File: src/rtl/fbaddr_pkg.sv
package fbaddr_pkg;
    localparam int OFS_W        = 20;  // DWORD offset width
    localparam int CRD_W        = 11;  // coordinate width
    localparam int APT_DW_LG2   = 17;  // DWORDs per 512 KB unit
    localparam int APT_BYTE_LG2 = 19;  // bytes per 512 KB unit

    typedef enum logic [1:0] {
        RES_640  = 2'd0,
        RES_800  = 2'd1,
        RES_1024 = 2'd2,
        RES_1280 = 2'd3
    } res_e;

    typedef enum logic [1:0] {
        RS_IDLE  = 2'd0,
        RS_FETCH = 2'd1,
        RS_COMP  = 2'd2
    } ras_st_e;

    typedef struct packed {
        logic             ok;
        logic             deep;
        logic             linear;
        logic [CRD_W-1:0] width;
        logic [CRD_W-1:0] height;
        logic [3:0]       pitch_lg2;  // DWORDs per line, log2
        logic [CRD_W-1:0] vis_dw;     // visible DWORDs per line
    } geom_t;

    function automatic geom_t mode_geom(input logic [2:0] m);
        geom_t g;
        g      = '0;
        g.deep = m[0];
        case (res_e'(m[2:1]))
            RES_640:  begin g.width = CRD_W'(640);  g.height = CRD_W'(480);  end
            RES_800:  begin g.width = CRD_W'(800);  g.height = CRD_W'(600);  end
            RES_1024: begin g.width = CRD_W'(1024); g.height = CRD_W'(768);  end
            default:  begin g.width = CRD_W'(1280); g.height = CRD_W'(1024); end
        endcase
        g.ok        = !((m[2:1] == RES_1280) && m[0]);
        g.pitch_lg2 = (m[0] || (m[2:1] == RES_1280)) ? 4'd9 : 4'd8;
        g.vis_dw    = m[0] ? (g.width >> 1) : (g.width >> 2);
        g.linear    = (m[2:1] == RES_1024);
        return g;
    endfunction

    function automatic logic in_apt(input logic [OFS_W-1:0] o, input logic [3:0] sz);
        logic [OFS_W+3:0] lim;
        lim = (OFS_W+4)'(sz) << APT_DW_LG2;
        return ({4'b0, o} < lim);
    endfunction
endpackage

File: src/rtl/fbaddr_mode_dec.sv
module fbaddr_mode_dec
    import fbaddr_pkg::*;
(
    input  logic [2:0] mode,
    output geom_t      geom
);
    always_comb geom = mode_geom(mode);
endmodule

File: src/rtl/fbaddr_pix.sv
module fbaddr_pix
    import fbaddr_pkg::*;
(
    input  logic             clk,
    input  logic             rst,
    input  logic             acc_valid,
    input  logic [CRD_W-1:0] x,
    input  logic [CRD_W-1:0] y,
    input  geom_t            g,
    input  logic [3:0]       apt_size,
    output logic             rsp_valid,
    output logic             err,
    output logic [OFS_W-1:0] ofs,
    output logic [3:0]       be
);
    logic [OFS_W-1:0] row_ofs, col_ofs, nxt_ofs;
    logic [3:0]       nxt_be;
    logic             bad;

    always_comb begin
        row_ofs = OFS_W'(y) << g.pitch_lg2;
        if (g.deep) begin
            col_ofs = OFS_W'(x >> 1);
            nxt_be  = x[0] ? 4'b1100 : 4'b0011;
        end else begin
            col_ofs = OFS_W'(x >> 2);
            nxt_be  = 4'b0001 << x[1:0];
        end
        nxt_ofs = row_ofs + col_ofs;
        bad     = !g.ok || (x >= g.width) || (y >= g.height) || !in_apt(nxt_ofs, apt_size);
    end

    always_ff @(posedge clk) begin
        if (rst) begin
            rsp_valid <= 1'b0;
            err       <= 1'b0;
            ofs       <= '0;
            be        <= '0;
        end else begin
            rsp_valid <= acc_valid && !bad;
            err       <= acc_valid && bad;
            if (acc_valid && !bad) begin
                ofs <= nxt_ofs;
                be  <= nxt_be;
            end else begin
                be  <= '0;
            end
        end
    end
endmodule

File: src/rtl/fbaddr_raster.sv
module fbaddr_raster
    import fbaddr_pkg::*;
#(
    parameter int MAX_LINES = 2048,
    parameter int STRIDE_W  = 12
) (
    input  logic                clk,
    input  logic                rst,
    input  logic                start,
    input  geom_t               g_live,
    input  logic [3:0]          apt_size,
    input  logic [OFS_W-1:0]    comp_base,
    input  logic [STRIDE_W-1:0] comp_stride,
    input  logic                ready,
    output logic                valid,
    output logic [OFS_W-1:0]    ofs,
    output logic                comp,
    output logic                err,
    output logic                done
);
    localparam int CAP = (MAX_LINES < 1) ? 1 : ((MAX_LINES > 1024) ? 1024 : MAX_LINES);
    localparam logic [CRD_W-1:0] CAP_L = CRD_W'(CAP);

    ras_st_e             st;
    geom_t               g;
    logic [CRD_W-1:0]    line, col, n_lines;
    logic [OFS_W-1:0]    line_base, lin_comp, cur;
    logic [STRIDE_W-1:0] stride;
    logic                active, oob, adv, last_col, last_line;

    always_comb begin
        active = (st != RS_IDLE);
        if (st == RS_COMP)
            cur = g.linear ? lin_comp : (line_base + OFS_W'(g.vis_dw));
        else
            cur = line_base + OFS_W'(col);
        oob       = !in_apt(cur, apt_size);
        adv       = active && (oob || ready);
        last_col  = (col == g.vis_dw - 1'b1);
        last_line = (line == n_lines - 1'b1);
    end

    assign valid = active && !oob;
    assign ofs   = cur;
    assign comp  = (st == RS_COMP);
    assign err   = (active && oob) || ((st == RS_IDLE) && start && !g_live.ok);

    always_ff @(posedge clk) begin
        if (rst) begin
            st        <= RS_IDLE;
            g         <= '0;
            line      <= '0;
            col       <= '0;
            n_lines   <= '0;
            line_base <= '0;
            lin_comp  <= '0;
            stride    <= '0;
            done      <= 1'b0;
        end else begin
            done <= 1'b0;
            case (st)
                RS_IDLE: if (start && g_live.ok) begin
                    g         <= g_live;
                    line      <= '0;
                    col       <= '0;
                    line_base <= '0;
                    lin_comp  <= comp_base;
                    stride    <= comp_stride;
                    n_lines   <= (g_live.height < CAP_L) ? g_live.height : CAP_L;
                    st        <= RS_FETCH;
                end
                RS_FETCH: if (adv) begin
                    if (last_col) begin
                        col <= '0;
                        st  <= RS_COMP;
                    end else begin
                        col <= col + 1'b1;
                    end
                end
                RS_COMP: if (adv) begin
                    if (last_line) begin
                        st   <= RS_IDLE;
                        done <= 1'b1;
                    end else begin
                        line      <= line + 1'b1;
                        line_base <= line_base + (OFS_W'(1) << g.pitch_lg2);
                        lin_comp  <= lin_comp + OFS_W'(stride);
                        st        <= RS_FETCH;
                    end
                end
                default: st <= RS_IDLE;
            endcase
        end
    end
endmodule

File: src/rtl/fbaddr_gen.sv
module fbaddr_gen
    import fbaddr_pkg::*;
#(
    parameter int BASE_W    = 7,
    parameter int STRIDE_W  = 12,
    parameter int MAX_LINES = 2048
) (
    input  logic                           clk,
    input  logic                           rst,
    input  logic [2:0]                     mode,
    input  logic [BASE_W-1:0]              apt_base,
    input  logic [3:0]                     apt_size,
    input  logic [OFS_W-1:0]               comp_base,
    input  logic [STRIDE_W-1:0]            comp_stride,
    input  logic                           acc_valid,
    input  logic [CRD_W-1:0]               acc_x,
    input  logic [CRD_W-1:0]               acc_y,
    output logic                           acc_rsp_valid,
    output logic [OFS_W-1:0]               acc_ofs,
    output logic [3:0]                     acc_be,
    output logic [BASE_W+APT_BYTE_LG2-1:0] acc_addr,
    output logic                           acc_err,
    input  logic                           ras_start,
    input  logic                           rq_ready,
    output logic                           rq_valid,
    output logic [OFS_W-1:0]               rq_ofs,
    output logic [3:0]                     rq_be,
    output logic                           rq_comp,
    output logic [BASE_W+APT_BYTE_LG2-1:0] rq_addr,
    output logic                           ras_err,
    output logic                           ras_done
);
    localparam int ADDR_W = BASE_W + APT_BYTE_LG2;

    geom_t             geom_now;
    logic [ADDR_W-1:0] base_bytes;

    fbaddr_mode_dec u_dec (
        .mode (mode),
        .geom (geom_now)
    );

    fbaddr_pix u_pix (
        .clk       (clk),
        .rst       (rst),
        .acc_valid (acc_valid),
        .x         (acc_x),
        .y         (acc_y),
        .g         (geom_now),
        .apt_size  (apt_size),
        .rsp_valid (acc_rsp_valid),
        .err       (acc_err),
        .ofs       (acc_ofs),
        .be        (acc_be)
    );

    fbaddr_raster #(
        .MAX_LINES (MAX_LINES),
        .STRIDE_W  (STRIDE_W)
    ) u_ras (
        .clk         (clk),
        .rst         (rst),
        .start       (ras_start),
        .g_live      (geom_now),
        .apt_size    (apt_size),
        .comp_base   (comp_base),
        .comp_stride (comp_stride),
        .ready       (rq_ready),
        .valid       (rq_valid),
        .ofs         (rq_ofs),
        .comp        (rq_comp),
        .err         (ras_err),
        .done        (ras_done)
    );

    assign base_bytes = {apt_base, {APT_BYTE_LG2{1'b0}}};
    assign acc_addr   = base_bytes + ADDR_W'({acc_ofs, 2'b00});
    assign rq_addr    = base_bytes + ADDR_W'({rq_ofs, 2'b00});
    assign rq_be      = 4'hF;
endmodule

File: config.mk
export PLATFORM = sky130hd
export DESIGN_NAME = fbaddr_gen
export DESIGN_NICKNAME = d
export VERILOG_FILES = /design/src/rtl/fbaddr_pkg.sv /design/src/rtl/fbaddr_mode_dec.sv /design/src/rtl/fbaddr_pix.sv /design/src/rtl/fbaddr_raster.sv /design/src/rtl/fbaddr_gen.sv
export SDC_FILE = /design/constraint.sdc
export NUM_CORES = 1
export LEC_CHECK = 0
export BUFFER_PORTS_ARGS = -buffer_cell sky130_fd_sc_hd__buf_4
export CORE_ASPECT_RATIO = 1.25
export CORE_MARGIN = 10
export CORE_UTILIZATION = 30
export DETAILED_ROUTE_END_ITERATION = 12
export SYNTH_ARGS = -nofsm -noshare
export SYNTH_HDL_FRONTEND = slang
export SYNTH_HIERARCHICAL = 1
export SYNTH_SLANG_ARGS = --single-unit
File: constraint.sdc
create_clock -name clk -period 6.1 [get_ports clk]
set_clock_uncertainty 0.2 [all_clocks]
set_input_delay 0.61 -clock clk [delete_from_list [all_inputs] [get_ports clk]]
set_output_delay 0.61 -clock clk [all_outputs]
set_load 0.03 [all_outputs]
# After elaboration in Yosys (flattened, before gate mapping)
# Index checks and enable logic that the tools add are counted.
[totals]
reg_bits = 130
latch_bits = 0
mem_bits_rw = 0
mem_bits_ro = 0
in_bits = 73
out_inout_bits = 106
n_memories = 0
[op_classes]
n_addsub = 11
mul = 0
n_div = 0
n_lt_le_gt_ge = 5
eq_ne = 12
shift = 3
muxes = 31
n_bitwise = 3
reduce_logical = 30
[ops]
columns = ["op", "count"]
rows = [
  ["20-bit two-way mux", 8],
  ["20-bit one-hot mux with 2 select lines", 2],
  ["11-bit two-way mux", 6],
  ["22-bit one-hot mux with 3 select lines", 1],
  ["26-bit by 22-bit adder with 26-bit output", 2],
  ["11-bit one-hot mux with 2 select lines", 2],
  ["20-bit by 21-bit < comparator with 1-bit output", 2],
  ["20-bit by 11-bit adder with 20-bit output", 2],
  ["20-bit adder", 2],
  ["11-bit by 1-bit adder with 11-bit output (second input constant)", 2],
  ["11-bit equality test", 2],
  ["11-bit >= comparator", 2],
  ["11-bit by 1-bit subtractor with 11-bit output (second input constant)", 2],
  ["20-bit by 12-bit adder with 20-bit output", 1],
  ["10-bit two-way mux", 2],
  ["1-bit by 4-bit << shifter with 20-bit output (first input constant)", 1],
  ["11-bit by 4-bit << shifter with 20-bit output", 1],
  ["11-bit < comparator (second input constant)", 1],
  ["1-bit logical AND", 9],
  ["2-bit two-way mux", 4],
  ["4-bit two-way mux", 2],
  ["4-bit AND reduction", 2],
  ["2-bit equality test (second input constant)", 3],
  ["1-bit logical OR", 6],
  ["14 further kinds", 28],
]

# Longest topological paths before layout
[depth]
depth_word = 12
ltp_mapped = 24
ltp_nobuf = 22

# Cells and area by module
# The synthesis kept the hierarchy.
[modules_own_cells]
columns = ["mod", "instances", "cells_each", "area_each_um2", "seq_area_each_um2"]
rows = [
  ["fbaddr_raster", 1, 1113, 8474.4, 2082.0],
  ["fbaddr_pix", 1, 371, 3086.7, 520.5],
  ["fbaddr_gen", 1, 81, 635.6, 0.0],
  ["fbaddr_mode_dec", 1, 50, 364.1, 0.0],
]

# Worst setup path before layout
# No wires, ideal clock.
[synth_path]
path_kind = "reg-to-output"
from = "reg u_ras.col[0]"
to = "out ras_err"
arrival_time_ns = 4.802
path_slack_ns = 0.488
stages_incl_launch_ff = 20
path_buffers = 0
path_cell_list = "dfxtp_1 > ha_1 > inv_1 > fa_1 > nor2b_1 > o21a_1 > o21ai_0 > a211o_1 > a21boi_0 > o21ai_0 > a211o_1 > a31oi_1 > ha_1 > o21a_1 > nor2_1 > nor2_1 > and4b_1 > a22o_1 > nand2_1 > o21ai_0"
[synth_between]
elab_chain_cells = 6
[synth_lines]
columns = ["element", "line", "text"]
rows = [
  ["start: declaration", "fbaddr_raster.sv:26", "logic [CRD_W-1:0] line, col, n_lines;"],
  ["start signal: assignment", "fbaddr_raster.sv:77", "col <= col + 1'b1;"],
  ["20-bit by 11-bit adder with 20-bit output", "fbaddr_raster.sv:36", "cur = line_base + OFS_W'(col);"],
  ["20-bit two-way mux", "fbaddr_raster.sv:33", "if (st == RS_COMP)"],
  ["net rq_ofs[18]", "fbaddr_gen.sv:26", "output logic [OFS_W-1:0] rq_ofs,"],
  ["20-bit by 21-bit < comparator with 1-bit output", "fbaddr_pkg.sv:50", "return ({4'b0, o} < lim);"],
  ["1-bit logical NOT", "fbaddr_raster.sv:37", "oob = !in_apt(cur, apt_size);"],
  ["1-bit logical AND", "fbaddr_raster.sv:46", "assign err = (active && oob) || ((st == RS_IDLE) && start && !g_live.ok);"],
  ["1-bit logical OR", "fbaddr_raster.sv:46", ""],
  ["end: declaration", "fbaddr_gen.sv:30", "output logic ras_err,"],
]
# The timed path passes the listed nets, and every way through them passes these cells.

# Worst setup path in the final report
[layout_path]
from = "reg u_ras/g[2] in the netlist's numbering"
to = "out rq_valid"
[layout_between]
elab_chain_cells = 5
[layout_lines]
columns = ["element", "line", "text"]
rows = [
  ["start: declaration", "fbaddr_raster.sv:25", "geom_t g;"],
  ["start signal: assignment", "fbaddr_raster.sv:63", "g <= g_live;"],
  ["20-bit by 11-bit adder with 20-bit output", "fbaddr_raster.sv:34", "cur = g.linear ? lin_comp : (line_base + OFS_W'(g.vis_dw));"],
  ["20-bit two-way mux", "fbaddr_raster.sv:34", ""],
  ["20-bit two-way mux", "fbaddr_raster.sv:33", ""],
  ["20-bit by 21-bit < comparator with 1-bit output", "fbaddr_pkg.sv:50", ""],
  ["1-bit logical AND", "fbaddr_raster.sv:43", "assign valid = active && !oob;"],
  ["end: declaration", "fbaddr_gen.sv:25", "output logic rq_valid,"],
]
# No other way between the ends.

==> reports/results.ini <==
[routing]
antenna_left = 0
first_iter_violations = 862
drc_errors = 0
num_vias = 12300
firstDrtPassIters = 7
via_per_inst = 5.46
routed_wl_um = 42500
avgRoutedWirePerCell_um = 18.8

[yosys]
ys.flop_type = dfxtp_1
syn_inst = 1615
synth_most_common_cell = nand2_1
synth.distinct_cells = 102
synth.ff_latch_count = 130
netlist_area_sq_mm = 0.0126
synth_top_area_share_pct = 20.7
ys_seq_area_share_pct = 20.7
syn_avg_cell_area_sq_um = 7.78
synthArstFlopShare_pct = 0
yosysWarnings = 6
synthTopCellsByArea = dfxtp_1 (21%), ha_1 (10%), a21oi_1 (5.7%), nand2_1 (4.8%), buf_4 (4.3%)
yosys.area.top_type = dfxtp_1
synthTopCellsByCount = nand2_1 (161), a21oi_1 (142), dfxtp_1 (130)
synth_edf_count = 0

[global_routing]
grt.total_usage_pct = 16.2
grt.busiest_layer = met2
met2_usage_pct = 27.8
gr-total-overflow = 0
first_global_vias = 12300
grt_max_degree = 62
use_met3_pct = 3.07
antenna_found_initial = 0
grt_pass1_wl_um = 67000
grt_use_met1_pct = 19.2

[critical_path]
criticalPathCategory = flip-flop to output port
rr_endpoint = u_ras/line[4]$_SDFFE_PP0P_
worst_setup_path_start_kind = flip-flop
worstPathBufferInverterCount = 2
end_kind = output port
slowest_delay_ps = 520
path_delay_family = compound AO/OA/AOI/OAI gates
reg2reg_depth = 20
crit_chain = ha_1, nor2b_1, o21ai_0, a21oi_1, o21ai_0, a211oi_2, o31ai_1, a211o_1, a31oi_1, buf_4, ha_1, nand2b_1, or2_2, a2111o_1, a22o_2, a21oi_1, buf_4
crit_slowest_cell = dfxtp_1
regToRegSetupSlack_ps = 560
critPathMaxFanout = 9
worstPathRequired_ps = 5290
timing.rr.start = u_ras/g[2]$_SDFFE_PP0P_
worstPathArrival_ps = 4970

[clocking]
hold_buffers = 0
clkSlewWorstSetupHoldPaths_ps = 60
clk_latency_ps = 440
cts_made_buffers = 17
cts.sinks = 130
clock_path_buffers = 2
cts.htree.levels = 4
cts_root_buffer = clkbuf_16
tritoncts = yes

[die]
ioPinCount = 179
die-width_um = 203
start_util_pct = 30.5
num_rows = 83
dieArea_sq_mm = 0.0505
die_h_um = 249
coreArea_sq_mm = 0.0412

[sta]
maxSlewHeadroom_pct = 27.9
fin_crit_ps = 5780
rsz0062_at_grt = no
finalMaxSlewViolations = 0
max_freq_mhz = 173
setup_viol_count_final = 0
setup_tns_ps = 0
fin_crit_sh_pct = 94.8
finalHoldViolations = 0
tightestPinTransition_ps = 1080

[hold_path]
hp-class = input port to flip-flop
hold_start = acc_x[0]
hold_end = u_pix/be[0]$_SDFF_PP0_
worstHoldPathCells = 2

[layout]
fillCellCount = 4385
drive_above_1_share_pct = 16.9
multi_input_area_sq_mm = 0.00891
nets = 1875
seq_area_sq_mm = 0.00260
area_growth_syn_to_layout_pct = 15.2
stdcell_count = 2257

[run]
drv_cap = 0

[placed_design]
dp.final_hpwl_um = 32400
port-buffer-count = 170
gp_congestion = 0.910
dp_cells = 2226

[power_and_ir_drop]
cellLeakagePower_nw = 6.01
ir_drop_v = 0.000200
p_per_area_mw_per_mm2 = 194

[status]
status = finished, final reports clean

## timing repair
action                                 4_1_cts  5_1_grt
buffers inserted                             0        1
setup endpoints to repair                    0        2
gates resized for setup                      0        7
endpoints found under the hold margin        0        0
## flip-flops by register name, indices dropped and copies added (netlist names)
signal and flops:
u_pix/ofs 20, u_ras/lin_comp 20, u_ras/line_base 20, u_ras/g 16, u_ras/stride 12, u_ras/col 11, u_ras/line 11, u_ras/n_lines 11
u_pix/be 4, u_ras/st 2, u_pix/err 1, u_pix/rsp_valid 1, u_ras/done 1
## worst max-delay path by stage
| stage | start | endpoint | depth (start not counted) |
|---|---|---|---|
| 2_1_floorplan | u_ras/col[0]$_SDFFE_PP0P_ | ras_err | 19 |
| 5_1_grt | u_ras/line_base[0]$_SDFFE_PP0P_ | ras_err | 21 |
| 6_report | u_ras/g[2]$_SDFFE_PP0P_ | rq_valid | 17 |
| 3_3_place_gp | mode[1] | u_pix/ofs[13]$_SDFFE_PP0P_ | 18 |
| 4_1_cts | u_ras/line_base[1]$_SDFFE_PP0P_ | ras_err | 20 |
| 3_5_place_dp | mode[1] | u_pix/ofs[10]$_SDFFE_PP0P_ | 18 |
## layout make-up
class | instances | area share (%)
Clock inverter | 8 | 0.727
Multi-Input combinational cell | 1286 | 61.6
Timing Repair Buffer | 189 | 9.81
Sequential cell | 130 | 18.0
Inverter | 70 | 1.82
Tap cell | 552 | 4.77
Clock buffer | 21 | 3.25
Antenna cell | 1 | 0.0173
## stage by stage
stage	cell area, sq um	hold slack, ps	setup slack (ps)	util, %	total power, mW
after global placement	13900	250	483	33.6	1.76
after CTS	14400	137	159	35.0	2.81
after detailed placement	13900	255	380	33.6	1.77
after floorplan	12600	240	488	-	1.54
after global routing	14500	144	23.7	35.1	2.94
final	14500	150	318	35.1	2.81
## placed cells by master (no fill, tap or decap), types with 26 or more instances in the layout
cell type,n
buf_4,189
nand2_1,161
a21oi_1,142
dfxtp_1,129
nor2_1,102
ha_1,101
inv_1,67
o21ai_0,53
xnor2_1,51
nor3_1,45
nand3_1,44
xor2_1,36
nor2b_1,29
nand2b_1,26
## layer usage
| layer | vias to the layer above | part of all wire (%) |
|---|---|---|
| li1 | 5976 | - |
| met1 | 5898 | 42 |
| met2 | 383 | 49 |
| met3 | 75 | 5.1 |
| met4 | 0 | 3.7 |
| met5 | - | 0 |
## logic make-up (layout without fill, tap and decap cells)
logic type / count (synthesis) / after routing / synth area share (%)
AO/OA/AOI/OAI: 466 / 466 / 25.6
XOR/XNOR: 87 / 87 / 6.07
adder cells (fa/ha/maj): 108 / 108 / 11.2
buffers and inverters: 219 / 288 / 9.12
flip-flops: 130 / 130 / 20.7
multiplexers: 45 / 45 / 4.43
other: 4 / 25 / 0.119
AND/OR/NAND/NOR: 556 / 556 / 22.8
## worst reg2reg max path, cell delays in order, from the launching register on
cell	delay [ps]
dfxtp_1	520
ha_1	330
nor2b_1	160
o21ai_0	210
a21oi_1	140
o21ai_0	430
a211oi_2	180
o31ai_1	420
a211o_1	190
a31oi_1	70
buf_4	170
ha_1	190
nand2b_1	150
or2_2	300
a2111oi_0	310
nand3_1	290
buf_4	220
a21oi_2	290
buf_4	310
nor4_1	110
a211o_1	270
## where the power goes
| part | leakage [nW] | switching (mW) | total (mW) | internal [mW] |
|---|---|---|---|---|
| Clock | 0.274 | 0.414 | 1.04 | 0.628 |
| Sequential | 1.06 | 0.0544 | 0.948 | 0.894 |
| Combinational | 4.68 | 0.512 | 0.818 | 0.306 |
| Total | 6.01 | 0.980 | 2.81 | 1.83 |
(Power assumes the default switching activity.)
